--- src/rtl/flash_se_pkg.sv ---
package flash_se_pkg;

    typedef enum logic [2:0] {
        ST_READ,
        ST_UL1,
        ST_UL2,
        ST_SETUP,
        ST_UL3,
        ST_UL4,
        ST_WINDOW,
        ST_ERASE
    } seq_state_e;

    typedef enum logic [2:0] {
        WR_UNLOCK_A,
        WR_UNLOCK_B,
        WR_SETUP,
        WR_SECTOR,
        WR_SUSPEND,
        WR_OTHER
    } wr_class_e;

    localparam logic [1:0] MODE_READ   = 2'd0;
    localparam logic [1:0] MODE_ACCEPT = 2'd1;
    localparam logic [1:0] MODE_ZERO   = 2'd2;
    localparam logic [1:0] MODE_ERASE  = 2'd3;

endpackage

--- src/rtl/flash_se_bus_decode.sv ---
module flash_se_bus_decode
    import flash_se_pkg::*;
#(
    parameter int unsigned ADDR_W     = 14,
    parameter int unsigned DATA_W     = 8,
    parameter int unsigned CMD_ADDR_W = 11,
    parameter int unsigned UL_ADDR_A  = 'h555,
    parameter int unsigned UL_DATA_A  = 'hAA,
    parameter int unsigned UL_ADDR_B  = 'h2AA,
    parameter int unsigned UL_DATA_B  = 'h55,
    parameter int unsigned SETUP_CODE = 'h80,
    parameter int unsigned SE_CODE    = 'h30,
    parameter int unsigned SUSP_CODE  = 'hB0
) (
    input  logic              clk,
    input  logic              rst_n,
    input  logic              we_n,
    input  logic [ADDR_W-1:0] addr,
    input  logic [DATA_W-1:0] data,
    output logic              wr_evt,
    output wr_class_e         wr_cls
);

    logic                  we_n_q;
    logic [CMD_ADDR_W-1:0] low_addr;

    always_ff @(posedge clk or negedge rst_n) begin
        if (!rst_n) we_n_q <= 1'b1;
        else        we_n_q <= we_n;
    end

    assign wr_evt   = !we_n_q && we_n;
    assign low_addr = addr[CMD_ADDR_W-1:0];

    always_comb begin
        if (data == DATA_W'(SE_CODE))
            wr_cls = WR_SECTOR;
        else if (data == DATA_W'(SUSP_CODE))
            wr_cls = WR_SUSPEND;
        else if (low_addr == CMD_ADDR_W'(UL_ADDR_A) && data == DATA_W'(UL_DATA_A))
            wr_cls = WR_UNLOCK_A;
        else if (low_addr == CMD_ADDR_W'(UL_ADDR_B) && data == DATA_W'(UL_DATA_B))
            wr_cls = WR_UNLOCK_B;
        else if (low_addr == CMD_ADDR_W'(UL_ADDR_A) && data == DATA_W'(SETUP_CODE))
            wr_cls = WR_SETUP;
        else
            wr_cls = WR_OTHER;
    end

endmodule

--- src/rtl/flash_se_lowest_set.sv ---
module flash_se_lowest_set #(
    parameter int unsigned N     = 8,
    localparam int unsigned IDX_W = (N > 1) ? $clog2(N) : 1
) (
    input  logic [N-1:0]     vec,
    output logic [IDX_W-1:0] idx,
    output logic             any
);

    always_comb begin
        idx = '0;
        for (int i = N - 1; i >= 0; i--) begin
            if (vec[i]) idx = IDX_W'(i);
        end
    end

    assign any = |vec;

endmodule

--- src/rtl/flash_sector_erase_seq.sv ---
module flash_sector_erase_seq
    import flash_se_pkg::*;
#(
    parameter int unsigned NUM_SECTORS = 8,
    parameter int unsigned ADDR_W      = 14,
    parameter int unsigned DATA_W      = 8,
    parameter int unsigned CMD_ADDR_W  = 11,
    parameter int unsigned WINDOW_US   = 50,
    parameter int unsigned PREP_US     = 4,
    parameter int unsigned ERASE_US    = 6,
    parameter int unsigned UL_ADDR_A   = 'h555,
    parameter int unsigned UL_DATA_A   = 'hAA,
    parameter int unsigned UL_ADDR_B   = 'h2AA,
    parameter int unsigned UL_DATA_B   = 'h55,
    parameter int unsigned SETUP_CODE  = 'h80,
    parameter int unsigned SE_CODE     = 'h30,
    parameter int unsigned SUSP_CODE   = 'hB0
) (
    input  logic                   clk,
    input  logic                   hw_rst_n,
    input  logic                   we_n,
    input  logic [ADDR_W-1:0]      addr,
    input  logic [DATA_W-1:0]      data,
    input  logic                   us_tick,
    output logic                   busy,
    output logic [NUM_SECTORS-1:0] sector_map,
    output logic                   window_expired,
    output logic [1:0]             mode
);

    localparam int unsigned SEC_W   = (NUM_SECTORS > 1) ? $clog2(NUM_SECTORS) : 1;
    localparam int unsigned MAX_A   = (WINDOW_US > PREP_US) ? WINDOW_US : PREP_US;
    localparam int unsigned CNT_MAX = (MAX_A > ERASE_US) ? MAX_A : ERASE_US;
    localparam int unsigned CNT_W   = $clog2(CNT_MAX + 1);

    typedef struct packed {
        seq_state_e             st;
        logic [NUM_SECTORS-1:0] map;
        logic [CNT_W-1:0]       cnt;
        logic                   zeroing;
    } regs_t;

    regs_t cur_q, nxt_d;

    logic                   wr_evt;
    wr_class_e              wr_cls;
    logic [SEC_W-1:0]       sec_idx;
    logic [NUM_SECTORS-1:0] sec_bit;
    logic [SEC_W-1:0]       pick_idx;
    logic                   pick_any;
    logic [NUM_SECTORS-1:0] map_left;

    flash_se_bus_decode #(
        .ADDR_W(ADDR_W), .DATA_W(DATA_W), .CMD_ADDR_W(CMD_ADDR_W),
        .UL_ADDR_A(UL_ADDR_A), .UL_DATA_A(UL_DATA_A),
        .UL_ADDR_B(UL_ADDR_B), .UL_DATA_B(UL_DATA_B),
        .SETUP_CODE(SETUP_CODE), .SE_CODE(SE_CODE), .SUSP_CODE(SUSP_CODE)
    ) u_decode (
        .clk(clk), .rst_n(hw_rst_n), .we_n(we_n), .addr(addr), .data(data),
        .wr_evt(wr_evt), .wr_cls(wr_cls)
    );

    flash_se_lowest_set #(.N(NUM_SECTORS)) u_pick (
        .vec(cur_q.map), .idx(pick_idx), .any(pick_any)
    );

    assign sec_idx  = addr[ADDR_W-1 -: SEC_W];
    assign sec_bit  = NUM_SECTORS'(1) << sec_idx;
    assign map_left = cur_q.map & ~(NUM_SECTORS'(1) << pick_idx);

    always_comb begin
        nxt_d = cur_q;
        unique case (cur_q.st)
            ST_READ:  if (wr_evt && wr_cls == WR_UNLOCK_A) nxt_d.st = ST_UL1;
            ST_UL1:   if (wr_evt) nxt_d.st = (wr_cls == WR_UNLOCK_B) ? ST_UL2   : ST_READ;
            ST_UL2:   if (wr_evt) nxt_d.st = (wr_cls == WR_SETUP)    ? ST_SETUP : ST_READ;
            ST_SETUP: if (wr_evt) nxt_d.st = (wr_cls == WR_UNLOCK_A) ? ST_UL3   : ST_READ;
            ST_UL3:   if (wr_evt) nxt_d.st = (wr_cls == WR_UNLOCK_B) ? ST_UL4   : ST_READ;
            ST_UL4: begin
                if (wr_evt) begin
                    if (wr_cls == WR_SECTOR) begin
                        nxt_d.st  = ST_WINDOW;
                        nxt_d.map = sec_bit;
                        nxt_d.cnt = '0;
                    end else begin
                        nxt_d.st = ST_READ;
                    end
                end
            end
            ST_WINDOW: begin
                if (wr_evt) begin
                    if (wr_cls == WR_SECTOR) begin
                        nxt_d.map = cur_q.map | sec_bit;
                        nxt_d.cnt = '0;
                    end else if (wr_cls != WR_SUSPEND) begin
                        nxt_d.st  = ST_READ;
                        nxt_d.map = '0;
                        nxt_d.cnt = '0;
                    end
                end else if (us_tick) begin
                    if (cur_q.cnt == CNT_W'(WINDOW_US - 1)) begin
                        nxt_d.st      = ST_ERASE;
                        nxt_d.cnt     = '0;
                        nxt_d.zeroing = 1'b1;
                    end else begin
                        nxt_d.cnt = cur_q.cnt + 1'b1;
                    end
                end
            end
            ST_ERASE: begin
                if (us_tick && pick_any) begin
                    if (cur_q.zeroing) begin
                        if (cur_q.cnt == CNT_W'(PREP_US - 1)) begin
                            nxt_d.zeroing = 1'b0;
                            nxt_d.cnt     = '0;
                        end else begin
                            nxt_d.cnt = cur_q.cnt + 1'b1;
                        end
                    end else if (cur_q.cnt == CNT_W'(ERASE_US - 1)) begin
                        nxt_d.map     = map_left;
                        nxt_d.cnt     = '0;
                        nxt_d.zeroing = (map_left != '0);
                        if (map_left == '0) nxt_d.st = ST_READ;
                    end else begin
                        nxt_d.cnt = cur_q.cnt + 1'b1;
                    end
                end
            end
            default: nxt_d.st = ST_READ;
        endcase
    end

    always_ff @(posedge clk or negedge hw_rst_n) begin
        if (!hw_rst_n) cur_q <= '{st: ST_READ, map: '0, cnt: '0, zeroing: 1'b0};
        else           cur_q <= nxt_d;
    end

    assign sector_map     = cur_q.map;
    assign busy           = (cur_q.st == ST_WINDOW) || (cur_q.st == ST_ERASE);
    assign window_expired = (cur_q.st == ST_ERASE);
    always_comb begin
        if (cur_q.st == ST_WINDOW)     mode = MODE_ACCEPT;
        else if (cur_q.st == ST_ERASE) mode = cur_q.zeroing ? MODE_ZERO : MODE_ERASE;
        else                           mode = MODE_READ;
    end

    AST_ENTER_WINDOW: assert property (@(posedge clk) disable iff (!hw_rst_n)
        (cur_q.st == ST_UL4 && wr_evt && wr_cls == WR_SECTOR)
        |=> (mode == MODE_ACCEPT && $countones(sector_map) == 1));
    AST_WINDOW_NONEMPTY: assert property (@(posedge clk) disable iff (!hw_rst_n)
        (mode == MODE_ACCEPT) |-> (sector_map != '0));
    AST_EXPIRED_BUSY: assert property (@(posedge clk) disable iff (!hw_rst_n)
        window_expired |-> (busy && sector_map != '0));
    AST_ABORT_CLEARS: assert property (@(posedge clk) disable iff (!hw_rst_n)
        (cur_q.st == ST_WINDOW && wr_evt && wr_cls != WR_SECTOR && wr_cls != WR_SUSPEND)
        |=> (mode == MODE_READ && sector_map == '0 && !busy));
    AST_SUSPEND_INERT: assert property (@(posedge clk) disable iff (!hw_rst_n)
        (busy && wr_evt && wr_cls == WR_SUSPEND && !us_tick) |=> $stable(sector_map));
    AST_NO_GROWTH: assert property (@(posedge clk) disable iff (!hw_rst_n)
        (cur_q.st == ST_ERASE) |=> ((sector_map & ~$past(sector_map)) == '0));
    AST_ZERO_FIRST: assert property (@(posedge clk) disable iff (!hw_rst_n)
        (mode == MODE_ERASE) |-> ($past(mode) == MODE_ZERO || $past(mode) == MODE_ERASE));

endmodule

--- config.mk ---
export PLATFORM = sky130hd
export DESIGN_NAME = flash_sector_erase_seq
export DESIGN_NICKNAME = d
export VERILOG_FILES = /design/src/rtl/flash_se_pkg.sv /design/src/rtl/flash_se_bus_decode.sv /design/src/rtl/flash_se_lowest_set.sv /design/src/rtl/flash_sector_erase_seq.sv
export SDC_FILE = /design/constraint.sdc
export NUM_CORES = 1
export LEC_CHECK = 0
export BUFFER_PORTS_ARGS = -buffer_cell sky130_fd_sc_hd__buf_2
export CAP_MARGIN = 0
export CORE_UTILIZATION = 58
export CTS_CLUSTER_SIZE = 40
export DETAILED_ROUTE_END_ITERATION = 8
export GPL_TIMING_DRIVEN = 0
export MAX_ROUTING_LAYER = met4
export PLACE_DENSITY = 0.94
export SYNTH_ARGS = -nofsm -noshare
export SYNTH_HDL_FRONTEND = slang
export SYNTH_SLANG_ARGS = --single-unit
--- constraint.sdc ---
create_clock -name clk -period 2.8 [get_ports clk]
set_clock_uncertainty 0.05 [all_clocks]
set_input_delay 0.42 -clock clk [delete_from_list [all_inputs] [get_ports clk]]
set_output_delay 0.42 -clock clk [all_outputs]
set_load 0.01 [all_outputs]
# Word level (Yosys, flattened, before mapping)
# Cells that the tools add are included.
# totals
register_bits	19
input_bits	26
out_inout_bits	12
word_cells	124
# op_classes
n_eq_ne	42
n_bitwise	3
mux	52
reduce_logical	19
shifts	2
add_sub_neg	1
# ops
cell	count
$mux W3	26
$pmux W14 S3	1
$mux W17	2
$mux W14	2
$eq A8 B8 Y1 const B	3
$mux W6	4
$ne A2 B2 Y1 const B	12
$pmux W3 S8	1
$mux W11	2
$mux W18	1
$ne A3 B3 Y1 const B	6
$shl A1 B3 Y8 const A	2
$mux W7	2
$reduce_and A14 Y1	1
$eq A3 B2 Y1 const B	4
$eq A3 B3 Y1 const B	4
$eq A11 B10 Y1 const B	1
$eq A11 B11 Y1 const B	1
$and A8 B8 Y8	1
$eq A8 B6 Y1 const B	1
$eq A8 B7 Y1 const B	1
$logic_not A8 Y1	1
$mux W2	4
$mux W8	1
22 further kinds	35

# Longest topological paths before layout
# depth
ltp_word	17
depth_mapped	9
depth_no_buf	8

# Modules after synthesis
# From an unflattened synthesis, not the netlist that was laid out.
# hier_totals
cells_unflattened	227
area_unflattened_um2	1846.8
# modules_own_cells
module	seq_area_each_um2	area_per_inst_um2	cells_per_inst	instances
flash_sector_erase_seq	450.4	1551.5	190	1
flash_se_bus_decode	26.3	214.0	24	1
flash_se_lowest_set	0.0	81.3	13	1

# Least setup slack after synthesis
# OpenSTA, ideal clock, no wires.
# synth_path
kind	register to register
from	register u_decode.we_n_q
to	register cur_q[17] (netlist bit)
period_less_slack_ns	1.881
arrival_ns	1.711
path_stages_with_launch	8
path_slack_ns	0.919
setup_ns	0.120
n_path_buf	1
required_time_ns	2.630
cell_sequence	dfstp_2 and2b_2 clkbuf_2 and4_4 a21oi_4 nand3_1 o31a_1 a41o_1
# synth_between
elab_chain_len	5
word_cells_on_any_way	16
classes_between	eq/ne (10); mux (2); reduce/logical (4)
# synth_rtl
element	line_no	rtl
start, declared	flash_se_bus_decode.sv:24	logic we_n_q;
start signal, assigned	flash_se_bus_decode.sv:29	else we_n_q <= we_n;
$logic_not A1 Y1 *	flash_se_bus_decode.sv:32	assign wr_evt = !we_n_q && we_n;
$logic_and A1 B1 Y1 *	flash_se_bus_decode.sv:32	
$logic_and A1 B1 Y1	flash_sector_erase_seq.sv:74	ST_READ: if (wr_evt && wr_cls == WR_UNLOCK_A) nxt_d.st = ST_UL1;
$ne A2 B2 Y1 (no line)	n/a	
$reduce_and A14 Y1 (no line)	n/a	
end signal, assigned	flash_sector_erase_seq.sv:134	if (!hw_rst_n) cur_q <= '{st: ST_READ, map: '0, cnt: '0, zeroing: 1'b0};
end signal, assigned	flash_sector_erase_seq.sv:135	else cur_q <= nxt_d;
end, declared	flash_sector_erase_seq.sv:43	regs_t cur_q, nxt_d;
# Every way passes the cells marked *; elsewhere a longest branch is shown, timed or not.
# A chain may end at the register's enable or synchronous reset.

# Worst setup path after layout
# layout_path
from	register cur_q[16] (netlist bit)
to	register cur_q[17] (netlist bit)
# layout_between
elab_chain_len	3
word_cells_on_any_way	24
classes_between	eq/ne (21); mux (1); reduce/logical (2)
# layout_rtl
element	line_no	rtl
$eq A3 B3 Y1 (tied with other cells)	flash_sector_erase_seq.sv:73	unique case (cur_q.st)
$ne A3 B3 Y1 (no line) (tied with other cells)	n/a	
$reduce_and A14 Y1 (no line)	n/a	
# Parallel ways exist; a longest one is shown, timed or not.

==> results.md <==
* Cell type group with the largest total delay on the critical path: compound AO/OA/AOI/OAI gates
* Std cell rows at 18
* Initial core utilization at 0.6330
* Slew of the pin with the lowest slew margin at 0.5035 ns
* Die outline area at 3018 um^2
* Startpoint kind of the worst setup timing path: flip-flop
* Worst-skew pair later-pin latency at 0.31 ns
* Status: completed
* Maximum fanout encountered on the critical timing path at 10
* Number of filler cells placed in the layout at 181
* Number of register bits inferred by synthesis at 19
* Port-buffer cells at 37
* Number of cells on the worst reg-to-reg path at 9
* Reg-to-reg slack, setup at 0.60 ns
* Unrepaired setup endpoints after global routing: no
* Remaining antenna violation count at 0
* Number of standard cells after synthesis at 188
* Die extent in x at 54.94 um
* Final-report setup violation count at 0
* Netlist Area Pre-Place at 1625 um^2
* Detailed router's first-iteration violation count at 54
* Die boundary height at 54.94 um
* Required arrival time at the worst endpoint at 2.96 ns
* Length of routed wiring on met1 at 1.765 mm
* Vias in the first global route at 1,386
* Number of enable flip-flop cells after synthesis at 0
* Period Utilization, post-route at 0.7875
* Top Metal Used: met4
* Post-Route Setup TNS at 0 ns
* Clock input transition at the sequential cells of the worst setup and hold paths at 0.11 ns
* Beginning of the worst register-to-register path: cur_q[16]$_DFFE_PN0P_
* Number of iterations in the first detailed-routing pass at 4
* Number of H-tree levels at 1
* Detailed-placement wirelength estimate at 3.180 mm
* Capture point of the critical path: cur_q[17]$_DFFE_PN0P_
* Pins Over Slew Limit at 0
* Final Wtd Congestion at 0.9582
* Seq/Total Area, Yosys at 0.2933
* Post-Route WL at 4.112 mm
* GR Overflow Total at 0
* Wire length of the first global-routing pass at 5.982 mm
* Crit path buf inv count at 3
* Final min period at 2.205 ns
* Launching instance or port of the critical path: cur_q[16]$_DFFE_PN0P_
* Number of distinct library cell variants in the gate-level netlist after synthesis at 64
* Capturing point of the worst reg2reg path: cur_q[17]$_DFFE_PN0P_
* Antenna diode count at 0
* Largest vdd supply drop at 0.0003216 V
* Category of the most critical setup path: reg -> reg
* Detail Route met2 WL at 1.916 mm
* TritonCTS clock tree: yes
* Max-cap violations at 0
* Number of antenna violations at the first check in global routing at 0
* TritonCTS sink count at 19
* HP Class: in -> reg
* CP Data Arrival Time at 2.36 ns
* Post-synth ARST share at 1.000
* Total number of yosys warnings at 0
* Combined global-route utilization of all metal layers at 0.2879
* Final routed DRC violation total at 0
* Via count at 1,640
* Fraction of final layout cells with drive strength greater than 1 at 0.3043
* Cell repeated most along the worst path: nand2_1
* Number of vias per cell at 6.308
* Reported leakage power at 0.8431 nW
* Routed wire per std cell at 15.82 um
* Kind of end point of the critical path: flip-flop
* Delay of the slowest cell on the worst path at 0.42 ns
* Hold violation total from the final report at 0
* IO Count at 38
* Most common flop cell mapped by yosys: dfrtp_1
* Slowest cell on the critical path: dfrtp_1
* CTS buffer count at 3
* Clock tree root buffer cell: clkbuf_4
* Crit path depth at 9
* Timing-limited maximum frequency at 0.4535 GHz
* Routed met3 length at 320 um
* Synthesized net count at 216
* Worst slew margin at 0.6608
* Largest buffer count on any clock path at 2
* Core box area at 2567 um^2
* Mean cell area of the mapped netlist at 8.645 um^2
* Final Hold Slack at 0.1679 ns
* Largest net degree at the start of global routing at 20
* Worst path cell trace: clkbuf_8 > nand2_1 > inv_1 > nand2_1 > inv_2 > o21ai_1 > nand3_1 > o31a_1 > a41o_1
* Total power divided by cell area at 337.0 nW/um^2
* Layout Area Growth over Synthesis at 16.01%
* NumNets Final at 259
[how the worst min path moves through the flow]
stage,end,cells past startpoint,startpoint
final,u_decode.we_n_q$_DFF_PN1_,1,we_n
after global routing,u_decode.we_n_q$_DFF_PN1_,1,we_n
after CTS,u_decode.we_n_q$_DFF_PN1_,1,we_n
after detailed placement,cur_q[16]$_DFFE_PN0P_,1,hw_rst_n
after global placement,cur_q[16]$_DFFE_PN0P_,1,hw_rst_n
after floorplan,cur_q[0]$_DFFE_PN0P_,0,hw_rst_n
[stage by stage]
step	worst slack, ns	cell area [um^2]	instances	total power (W)	util
after CTS	0.6347	1886	260	0.0006324	0.7344
after floorplan	0.9189	1625	188	0.0004254	-
after global placement	0.6242	1848	255	0.0004828	0.7198
after detailed placement	0.5868	1848	255	0.0004875	0.7198
after global routing	0.4884	1886	260	0.0006646	0.7344
final	0.5950	1886	260	0.0006354	0.7344
[kinds of logic (layout without fill, tap and decap cells)]
| logic type | count (synthesis) | in the layout | synth area share |
|---|---|---|---|
| multiplexers | 2 | 2 | 0.01232 |
| buffers and inverters | 21 | 63 | 0.07852 |
| adder cells (fa/ha/maj) | 3 | 3 | 0.02155 |
| AO/OA/AOI/OAI | 57 | 57 | 0.2548 |
| flip-flops | 19 | 19 | 0.2933 |
| AND/OR/NAND/NOR | 86 | 86 | 0.3395 |
[layout make-up]
class	instances	area (um^2)	share of cell area
Buffer	13	97.59	0.05176
Tap cell	30	37.54	0.01991
Clock inverter	1	5.005	0.002654
Timing Repair Buffer	38	195.2	0.1035
Sequential cell	19	476.7	0.2528
Clock buffer	3	22.52	0.01194
Inverter	8	30.03	0.01593
Multi-Input combinational cell	148	1021	0.5415
[layout by cell type (no fill, tap or decap), drive strengths merged, types with 3 or more instances in the layout]
master and count:
buf 46, o21ai 22, dfrtp 18, nand2 16, nor2 16, nand3 11
inv 8, a21oi 7, clkbuf 7, nand4b 6, o31ai 6, nand2b 4
or3 4, and2 4, nor3 3, nor4b 3, or2 3
[cell usage after synthesis (all sizes together), types with 2 or more instances]
cell	count	area, um^2
nor4	2	18.77
o21ai	22	110.1
o32ai	2	17.52
or2	3	21.27
a41oi	2	17.52
ha	2	25.02
nor2	16	62.56
o41ai	2	36.29
o31ai	6	45.04
nor2b	2	12.51
clkbuf	4	26.27
buf	9	71.32
inv	8	30.03
nor4b	3	56.31
or4bb	2	22.52
dfrtp	18	450.4
nand2	16	60.06
or3	4	25.02
o31a	2	17.52
a21oi	7	46.30
nand2b	4	25.02
and2	4	26.28
nor3	3	15.01
a32oi	2	17.52
mux2i	2	20.02
nand4b	6	52.55
nand3	11	65.06
[power by group]
group | switching, W | internal (W) | total, W
combinational | 0.000109 | 0.0000743 | 0.000183
sequential | 0.0000197 | 0.000287 | 0.000307
clock | 0.0000918 | 0.0000534 | 0.000145
[sequential cells by signal (all words and copies together) (netlist names)]
name and cells:
cur_q 10, sector_map 8, u_decode.we_n_q 1
[routing by layer]
metal	vias up	GRT usage
met5	-	-
met4	0	0.1167
met1	751	0.3784
li1	794	-
met3	13	0.02732
met2	82	0.4558
[what timing repair did]
action / in CTS / in global routing
setup buffers: 0 / 0
endpoints found under the setup margin: 0 / 0
gates resized for setup: 0 / 0
hold endpoints to repair: 18 / 0
hold buffers: 1 / 0
(Power assumes the default switching activity.)
